$ cat src/rtl/flash_rdmux_pkg.sv
package flash_rdmux_pkg;

   localparam logic [7:0] MODE_READ     = 8'h00;
   localparam logic [7:0] MODE_ERS_PEND = 8'h80;
   localparam logic [7:0] MODE_IDENT    = 8'h90;
   localparam logic [7:0] MODE_PROG     = 8'hA0;
   localparam logic [7:0] MODE_CHIP_ERS = 8'h10;
   localparam logic [7:0] MODE_SECT_ERS = 8'h30;
   localparam logic [7:0] MODE_QUERY    = 8'h98;

   localparam logic [7:0] QUERY_LEN     = 8'h52;

   // Query-structure ROM, computed from the geometry.
   function automatic logic [7:0] query_byte(input logic [7:0] idx,
                                             input int sect_b,
                                             input int nsect,
                                             input int chip_log2);
      int nm1;
      logic [7:0] b;
      nm1 = nsect - 1;
      case (idx)
         8'h10: b = 8'h51;
         8'h11: b = 8'h52;
         8'h12: b = 8'h59;
         8'h13: b = 8'h02;
         8'h15: b = 8'h31;
         8'h1B: b = 8'h27;
         8'h1C: b = 8'h36;
         8'h1F: b = 8'h07;
         8'h21: b = 8'h09;
         8'h22: b = 8'h0C;
         8'h23: b = 8'h01;
         8'h25: b = 8'h0A;
         8'h26: b = 8'h0D;
         8'h27: b = 8'(chip_log2);
         8'h28: b = 8'h02;
         8'h2C: b = 8'h01;
         8'h2D: b = 8'(nm1);
         8'h2E: b = 8'(nm1 >> 8);
         8'h2F: b = 8'(sect_b >> 8);
         8'h30: b = 8'(sect_b >> 16);
         8'h31: b = 8'h50;
         8'h32: b = 8'h52;
         8'h33: b = 8'h49;
         8'h34: b = 8'h31;
         8'h35: b = 8'h30;
         default: b = 8'h00;
      endcase
      return b;
   endfunction

endpackage

$ cat src/rtl/frm_word_index.sv
module frm_word_index #(
   parameter int BUS_BYTES = 2,
   parameter int ADDR_W    = 10,
   localparam int SH       = $clog2(BUS_BYTES),
   localparam int WADDR_W  = ADDR_W - SH
) (
   input  logic [ADDR_W-1:0]  byte_off,
   output logic [7:0]         word_off,
   output logic [WADDR_W-1:0] word_addr
);

   generate
      if (SH == 0) begin : g_byte
         assign word_off  = byte_off[7:0];
         assign word_addr = byte_off;
      end else begin : g_wide
         assign word_off  = {{SH{1'b0}}, byte_off[7:SH]};
         assign word_addr = byte_off[ADDR_W-1:SH];
      end
   endgenerate

endmodule

$ cat src/rtl/frm_status_reg.sv
module frm_status_reg (
   input  logic       clk,
   input  logic       rst_n,
   input  logic       ld,
   input  logic [7:0] ld_val,
   input  logic       rd_stat,
   output logic [7:0] status_o
);

   logic [7:0] status_q;

   always_ff @(posedge clk) begin
      if (!rst_n)        status_q <= 8'h00;
      else if (ld)       status_q <= ld_val;
      else if (rd_stat)  status_q <= status_q ^ 8'h40;
   end

   assign status_o = status_q;

   // each status read flips bit 6 and leaves the other bits alone
   p_status_toggle_r5: assert property (@(posedge clk) disable iff (!rst_n)
      (rd_stat && !ld) |=> (status_q[6] != $past(status_q[6])) &&
                           (status_q[5:0] == $past(status_q[5:0])));

   // a load takes priority
   p_status_load_r5: assert property (@(posedge clk) disable iff (!rst_n)
      ld |=> status_q == $past(ld_val));

endmodule

$ cat src/rtl/frm_lazy_ctr.sv
module frm_lazy_ctr #(
   parameter int LIMIT = 42,
   localparam int CW   = $clog2(LIMIT + 2)
) (
   input  logic clk,
   input  logic rst_n,
   input  logic rd_en,
   input  logic wc_idle,
   input  logic idle_wr,
   output logic array_mode_o
);

   logic [CW-1:0] cnt_q;
   logic          arr_q;

   always_ff @(posedge clk) begin
      if (!rst_n) begin
         cnt_q <= '0;
         arr_q <= 1'b1;
      end else if (idle_wr) begin
         cnt_q <= '0;
         arr_q <= 1'b0;
      end else if (rd_en && wc_idle && !arr_q) begin
         if (cnt_q == CW'(LIMIT)) arr_q <= 1'b1;
         else                     cnt_q <= cnt_q + 1'b1;
      end
   end

   assign array_mode_o = arr_q;

   // an idle write leaves direct-array mode
   p_idle_wr_exit_r7: assert property (@(posedge clk) disable iff (!rst_n)
      idle_wr |=> !arr_q);

   // the return to array mode happens only with a full count
   p_lazy_return_r7: assert property (@(posedge clk) disable iff (!rst_n)
      $rose(arr_q) |-> $past(cnt_q) == CW'(LIMIT));

   // the count never passes the limit
   p_cnt_bound_r7: assert property (@(posedge clk) disable iff (!rst_n)
      cnt_q <= CW'(LIMIT));

endmodule

$ cat src/rtl/flash_read_mux.sv
module flash_read_mux
   import flash_rdmux_pkg::*;
#(
   parameter int           BUS_BYTES    = 2,
   parameter int           DATA_W       = 16,
   parameter int           SECTOR_BYTES = 256,
   parameter int           NUM_SECTORS  = 4,
   parameter int           LAZY_LIMIT   = 42,
   parameter logic [15:0]  ID0          = 16'h0001,
   parameter logic [15:0]  ID1          = 16'h227E,
   parameter logic [15:0]  ID2          = 16'h2222,
   parameter logic [15:0]  ID3          = 16'h00FF,
   localparam int          ADDR_W       = $clog2(SECTOR_BYTES * NUM_SECTORS),
   localparam int          WADDR_W      = ADDR_W - $clog2(BUS_BYTES)
) (
   input  logic               clk,
   input  logic               rst_n,
   input  logic               rd_en,
   input  logic [ADDR_W-1:0]  rd_off,
   input  logic [7:0]         mode,
   input  logic               wc_idle,
   input  logic               idle_wr,
   input  logic               status_ld,
   input  logic [7:0]         status_val,
   output logic               mem_rd_en,
   output logic [WADDR_W-1:0] mem_addr,
   input  logic [DATA_W-1:0]  mem_rdata,
   output logic               rd_valid,
   output logic [DATA_W-1:0]  rd_data,
   output logic               seq_reset,
   output logic               array_mode
);

   localparam logic [15:0] ID_NONE = 16'h00FF;

   generate
      if (!(BUS_BYTES == 1 || BUS_BYTES == 2 || BUS_BYTES == 4)) begin : g_bad_bus
         $error("BUS_BYTES must be 1, 2 or 4");
      end
      if (DATA_W < 16) begin : g_bad_data
         $error("DATA_W must hold a 16-bit identifier");
      end
      if (ADDR_W < 8) begin : g_bad_addr
         $error("chip must span at least 256 bytes");
      end
   endgenerate

   logic [7:0]        word_off;
   logic [7:0]        status_b;
   logic              rd_stat;
   logic              sel_arr;
   logic              unk;
   logic [DATA_W-1:0] alt_d;

   logic              valid_q;
   logic              sel_arr_q;
   logic              unk_q;
   logic [DATA_W-1:0] alt_q;

   frm_word_index #(.BUS_BYTES(BUS_BYTES), .ADDR_W(ADDR_W)) u_idx (
      .byte_off  (rd_off),
      .word_off  (word_off),
      .word_addr (mem_addr)
   );

   frm_status_reg u_stat (
      .clk      (clk),
      .rst_n    (rst_n),
      .ld       (status_ld),
      .ld_val   (status_val),
      .rd_stat  (rd_stat),
      .status_o (status_b)
   );

   frm_lazy_ctr #(.LIMIT(LAZY_LIMIT)) u_lazy (
      .clk          (clk),
      .rst_n        (rst_n),
      .rd_en        (rd_en),
      .wc_idle      (wc_idle),
      .idle_wr      (idle_wr),
      .array_mode_o (array_mode)
   );

   assign mem_rd_en = rd_en;

   always_comb begin
      sel_arr = 1'b1;
      unk     = 1'b0;
      rd_stat = 1'b0;
      alt_d   = '0;
      case (mode)
         MODE_READ, MODE_ERS_PEND: sel_arr = 1'b1;
         MODE_IDENT: begin
            case (word_off)
               8'h00: begin sel_arr = 1'b0; alt_d = DATA_W'(ID0); end
               8'h01: begin sel_arr = 1'b0; alt_d = DATA_W'(ID1); end
               8'h02: begin sel_arr = 1'b0; alt_d = '0; end
               8'h0E: begin
                  sel_arr = (ID2 == ID_NONE);
                  alt_d   = DATA_W'(ID2);
               end
               8'h0F: begin
                  sel_arr = (ID3 == ID_NONE);
                  alt_d   = DATA_W'(ID3);
               end
               default: sel_arr = 1'b1;
            endcase
         end
         MODE_PROG, MODE_CHIP_ERS, MODE_SECT_ERS: begin
            sel_arr = 1'b0;
            rd_stat = rd_en;
            alt_d   = DATA_W'(status_b);
         end
         MODE_QUERY: begin
            sel_arr = 1'b0;
            if (word_off < QUERY_LEN)
               alt_d = DATA_W'(query_byte(word_off, SECTOR_BYTES, NUM_SECTORS, ADDR_W));
            else
               alt_d = '0;
         end
         default: begin
            sel_arr = 1'b1;
            unk     = 1'b1;
         end
      endcase
   end

   always_ff @(posedge clk) begin
      if (!rst_n) begin
         valid_q   <= 1'b0;
         sel_arr_q <= 1'b1;
         unk_q     <= 1'b0;
         alt_q     <= '0;
      end else begin
         valid_q <= rd_en;
         unk_q   <= rd_en && unk;
         if (rd_en) begin
            sel_arr_q <= sel_arr;
            alt_q     <= alt_d;
         end
      end
   end

   assign rd_valid  = valid_q;
   assign seq_reset = unk_q;
   assign rd_data   = sel_arr_q ? mem_rdata : alt_q;

   // a result follows every strobe by one cycle, and only then
   p_valid_follows_r1: assert property (@(posedge clk) disable iff (!rst_n)
      rd_en |=> rd_valid);
   p_no_spurious_r1: assert property (@(posedge clk) disable iff (!rst_n)
      !rd_en |=> !rd_valid);

   // an unrecognised mode asks the sequencer to go idle
   p_unknown_reset_r8: assert property (@(posedge clk) disable iff (!rst_n)
      (rd_en && mode == 8'h55) |=> seq_reset);
   p_reset_with_valid_r8: assert property (@(posedge clk) disable iff (!rst_n)
      seq_reset |-> rd_valid);

   // identifier word 0 is returned one cycle later
   p_ident0_r3: assert property (@(posedge clk) disable iff (!rst_n)
      (rd_en && mode == MODE_IDENT && rd_off[7:0] == 8'h00) |=> rd_data == DATA_W'(ID0));

endmodule

$ cat config.mk
export PLATFORM = sky130hd
export DESIGN_NAME = flash_read_mux
export DESIGN_NICKNAME = d
export VERILOG_FILES = /design/src/rtl/flash_rdmux_pkg.sv /design/src/rtl/frm_word_index.sv /design/src/rtl/frm_status_reg.sv /design/src/rtl/frm_lazy_ctr.sv /design/src/rtl/flash_read_mux.sv
export SDC_FILE = /design/constraint.sdc
export NUM_CORES = 1
export LEC_CHECK = 0
export BUFFER_PORTS_ARGS = -buffer_cell sky130_fd_sc_hd__buf_2
export CAP_MARGIN = 20
export CORE_ASPECT_RATIO = 0.7
export CORE_MARGIN = 2
export CORE_UTILIZATION = 44
export DETAILED_ROUTE_END_ITERATION = 7
export PLACE_DENSITY = 0.77
export RECOVER_POWER = 25
export SYNTH_ARGS = -nofsm -noshare
export SYNTH_HDL_FRONTEND = slang
export SYNTH_SLANG_ARGS = --single-unit
$ cat constraint.sdc
create_clock -name clk -period 3.8 [get_ports clk]
set_input_delay 0.57 -clock clk [delete_from_list [all_inputs] [get_ports clk]]
set_output_delay 0.57 -clock clk [all_outputs]
set_load 0.02 [all_outputs]
## Yosys cells after proc, flatten, opt, wreduce, memory -nomap -nowiden

Memories as Yosys holds them, arrays and structs flattened.
Index checks and enable logic that the tools add are counted.

| word-level totals | value |
|---|---|
| bits in registers | 34 |
| ROM bits | 448 |
| output and inout bits | 29 |
| word-level logic and storage cells | 56 |
| memories kept | 1 |

| operators by class | value |
|---|---|
| add/sub/neg operators | 1 |
| magnitude comparators | 1 |
| equality and inequality tests | 11 |
| mux-type cells | 14 |
| bitwise logic cells | 3 |
| reduce and logical (&&, ||, !) cells | 17 |

Memory list:

| memory | words | bits a word | read ports | clocked after memory_dff | wr ports | line | source |
|---|---|---|---|---|---|---|---|
| (name not given) | 64 | 7 | 1 | 0 | 0 | flash_rdmux_pkg.sv:21 | `case (idx)` |

Operators by type and width:

| cell | number |
|---|---|
| $pmux W14 S4 | 1 |
| $pmux W14 S3 | 1 |
| $eq A8 B8 Y1 const B | 4 |
| $mux W8 | 3 |
| $logic_not A8 Y1 | 2 |
| $mux W16 | 1 |
| $eq A7 B4 Y1 const B | 2 |
| $eq A8 B5 Y1 const B | 1 |
| $eq A8 B6 Y1 const B | 1 |
| $reduce_or A4 Y1 | 2 |
| $eq A7 B1 Y1 const B | 1 |
| $eq A7 B2 Y1 const B | 1 |
| $lt A7 B7 Y1 const B | 1 |
| $mux W7 | 1 |
| $reduce_or A7 Y1 | 1 |
| $add A6 B1 Y6 const B | 1 |
| $eq A6 B6 Y1 const B | 1 |
| $mux W1 | 6 |
| $reduce_bool A2 Y1 | 3 |
| $reduce_and A2 Y1 | 2 |
| $logic_and A1 B1 Y1 | 3 |
| $not A1 Y1 | 3 |
| $reduce_or A3 Y1 | 1 |
| $logic_not A2 Y1 | 1 |
| 3 further kinds | 3 |

## Logic depth before layout (Yosys ltp)

| logic depth | value |
|---|---|
| depth in word-level cells | 5 |
| depth in mapped cells | 7 |
| depth with buffers taken out | 7 |

## By module

From an unflattened synthesis, not the netlist that was laid out.

| unflattened totals | value |
|---|---|
| cells, all modules | 256 |
| area total of the unflattened synthesis | 2099.5 µm² |

Modules (own cells, without submodules):

| module | instances | cells each | area an instance (µm²) |
|---|---|---|---|
| flash_read_mux | 1 | 171 | 1286.2 |
| frm_lazy_ctr | 1 | 41 | 371.6 |
| frm_status_reg | 1 | 26 | 310.3 |
| frm_word_index | 1 | 18 | 131.4 |

## Worst setup path before layout

Ideal clock, no wire load.

| timing path | value |
|---|---|
| path kind | input-to-reg |
| start | input port rd_off[1] |
| end | register alt_q[0] |
| data arrival time | 1984 ps |
| path slack | 1693 ps |
| stages | 6 |
| path buffers | 0 |
| cell sequence | inv_1 -> ha_1 -> mux4_2 -> a221o_1 -> a221oi_1 -> nor2_1 |

| between the ends | value |
|---|---|
| cells in the longest elaborated chain, start to end | 4 |

Ends and longest elaborated chain:

| what | line | source |
|---|---|---|
| start: declaration | flash_read_mux.sv:19 | `input logic [ADDR_W-1:0] rd_off,` |
| $mem_v2 Z64 W7 | -- |  |
| $mux W8 | flash_rdmux_pkg.sv:21 |  |
| $mux W8 | flash_read_mux.sv:116 | `if (word_off < QUERY_LEN)` |
| $pmux W14 S3 * | flash_read_mux.sv:91 | `case (mode)` |
| end signal: assignment | flash_read_mux.sv:139 | `alt_q <= alt_d;` |
| end: declaration | flash_read_mux.sv:58 | `logic [DATA_W-1:0] alt_q;` |

Mark *: on every way between the ends. The rest lies on a longest branch, timed or not.
A chain may end at the register's enable or synchronous reset.

## Worst setup path in the final report

Same ends and word-level chain as after synthesis.

==> flow_summary.json <==
{
  "tightestPinTransition_ns": 0.853,
  "antenna_left": 0,
  "vias_per_cell": 5.55,
  "power_w": 0.000609,
  "clk_path_buf_depth": 2,
  "fmax_mhz": 444,
  "p_leak_nw": 0.980,
  "overflow": 0,
  "insertion_delay_ns": 0.28,
  "drtIter0Drc": 108,
  "finalSetupTns_ns": 0,
  "first_pass_iters": 4,
  "port_buffers": 71,
  "syn_to_final_growth_pct": 18.4,
  "grtUsageTotal_pct": 18.8,
  "synth_common_cells": "dfxtp_1 (27), nand2_1 (23), a21oi_1 (13), nor2_1 (13)",
  "dominantRegCellSynth": "dfxtp_1",
  "dpl.hpwl_um": 3670,
  "synthCells": 235,
  "ys_ff_latch": 27,
  "wl_um": 4700,
  "finalCritPeriodShare_pct": 59.2,
  "cap_violations": 0,
  "crit_fanout": 11,
  "start_util_pct": 45.4,
  "cts-root-buf": "clkbuf_8",
  "power_per_cell_area_nw_per_um2": 265,
  "ys_seq_area_share_pct": 27.8,
  "grt_max_degree": 18,
  "hold_path.class": "reg2reg",
  "cts_buffers": 3,
  "syn_nets": 292,
  "slowest_delay_ns": 0.48,
  "clkTransAtPathRegs_ns": 0.09,
  "critPathKind": "in2reg",
  "synth_area_sq_um": 1940,
  "clock-sinks": 27,
  "hold_violations": 0,
  "core_area_sq_um": 4280,
  "synth_top_area_cell": "dfxtp_1",
  "path_delay_family": "compound AO/OA/AOI/OAI gates",
  "htreeDepth": 1,
  "vias": 1922,
  "min_period_ns": 2.25,
  "rsz0062_at_grt": "false",
  "path_cells": "buf_2 -> inv_1 -> ha_1 -> mux4_2 -> a221o_1 -> a221oi_1 -> nor2_1",
  "cts_tree": "done",
  "status": "complete, no violations",
  "end_kind": "flip-flop",
  "drive_gt1_share_pct": 29.2,
  "yosysUniqueCellTypes": 52,
  "routedWlPerCell_um": 13.6,
  "relSlewSlack_pct": 42.6,
  "avgSynthCellArea_sq_um": 8.26,
  "cp.arrival_ns": 2.42,
  "fp.dieW_um": 83.4,
  "io_pins": 77,
  "yosys_warnings": 0,
  "crit_buf_inv": 2,
  "die_y_um": 59.6,
  "diodes": 0,
  "synth_edf_count": 0,
  "ctsHoldBuffers": 0,
  "ir_worst_vdd_mv": 0.183,
  "crit_required_ns": 3.97,
  "synth_top_area_share_pct": 27.8,
  "yosysMostFrequentCell": "dfxtp_1",
  "grt_pass1_wl_um": 7550,
  "gp_congestion": 0.911,
  "first_global_vias": 1602,
  "setup_viol": 0,
  "slew_violations": 0,
  "async_reset_ff_share_pct": 0,
  "ctsResizeCount": 0,
  "synth_area_leaders": "dfxtp_1 (28%), ha_1 (5.8%), mux2i_1 (5.7%), mux2_2 (4.6%), nand2_1 (4.4%)",
  "cp_slowest_cell": "mux4_2",
  "clock_skew_ns": 0.00718,
  "dieArea_sq_um": 4970,
  "start_kind": "primary input",
  "grt_antenna_before_repair": 0,
  "rows": 20,
  "cts_setup_buffers": 0,
  "finalNetCount": 349,
  "drc": 0
}
==> worst min-delay path, cell delays in order, from the launching register on <==
cell	delay, ns
dfxtp_1	0.32
nand2_1	0.05
o21ai_1	0.05
==> final timing paths <==
| check | start | to | slack [ns] | cells past startpoint |
|---|---|---|---|---|
| max | rd_off[1] | alt_q[0] | 1.55 | 7 |
| min | alt_q[5] | alt_q[5] | 0.46 | 2 |
| max reg2reg | u_lazy.cnt_q[0] | u_lazy.cnt_q[4] | 2.08 | 7 |
| min reg2reg | alt_q[5] | alt_q[5] | 0.46 | 2 |
==> routing by layer <==
layer / vias up / track usage (%) / share of wire [%]
met1: 862 / 26.5 / 49
met4: 0 / 4.22 / 0.66
met3: 5 / 5.29 / 9.5
met2: 96 / 28.9 / 41
met5: - / 0 / 0
li1: 959 / - / -
==> per-stage QoR <==
| step | hold WS, ns | cell area, sq um | std cells | util (%) | worst slack, ns |
|---|---|---|---|---|---|
| floorplan | 0.421 | 1940 | 235 | - | 1.69 |
| global placement | 0.445 | 2260 | 342 | 52.7 | 1.28 |
| detailed placement | 0.450 | 2260 | 342 | 52.7 | 1.27 |
| CTS | 0.464 | 2300 | 346 | 53.9 | 1.57 |
| global route | 0.477 | 2300 | 346 | 53.7 | 1.51 |
| finish | 0.458 | 2300 | 346 | 53.7 | 1.55 |
==> report_power, final <==
group	internal, W	total, W	switching, W	leakage (nW)
Combinational	0.0000613	0.000147	0.0000860	0.737
Sequential	0.000292	0.000298	0.00000589	0.221
Clock	0.0000745	0.000163	0.0000888	0.0217
Total	0.000428	0.000609	0.000181	0.980
==> state kept, by name, indices dropped and copies added (netlist names) <==
register	count
alt_q	9
u_stat.status_o	8
u_lazy.cnt_q	6
rd_valid	1
sel_arr_q	1
seq_reset	1
u_lazy.array_mode_o	1
==> layout by cell type (no fill, tap or decap), drive strengths merged, types with 6 or more instances in the layout <==
cell	count
nor2	13
nand2b	6
nand2	24
dfxtp	27
clkbuf	7
ha	9
nor2b	9
a21oi	13
a211oi	6
buf	67
mux2i	11
mux2	8
and2	12
o21ai	10
inv	8
a31oi	6
==> area by class of cell <==
class	instances	area, sq um
clock buffers	3	41.3
clock inverters	1	7.51
fillers	404	1980
well taps	55	68.8
multi-input cells	181	1260
flip-flops and latches	27	541
repair buffers	71	350
inverters	8	30.0
==> logic make-up (layout without fill, tap and decap cells) <==
family | after synthesis | after routing | share of synthesized area, %
XOR/XNOR | 5 | 5 | 2.26
adder cells (fa/ha/maj) | 9 | 9 | 5.80
flip-flops | 27 | 27 | 27.8
AND/OR/NAND/NOR | 90 | 90 | 25.1
multiplexers | 20 | 20 | 11.5
AO/OA/AOI/OAI | 57 | 57 | 20.3
buffers and inverters | 27 | 83 | 7.22
(Power assumes the default switching activity.)
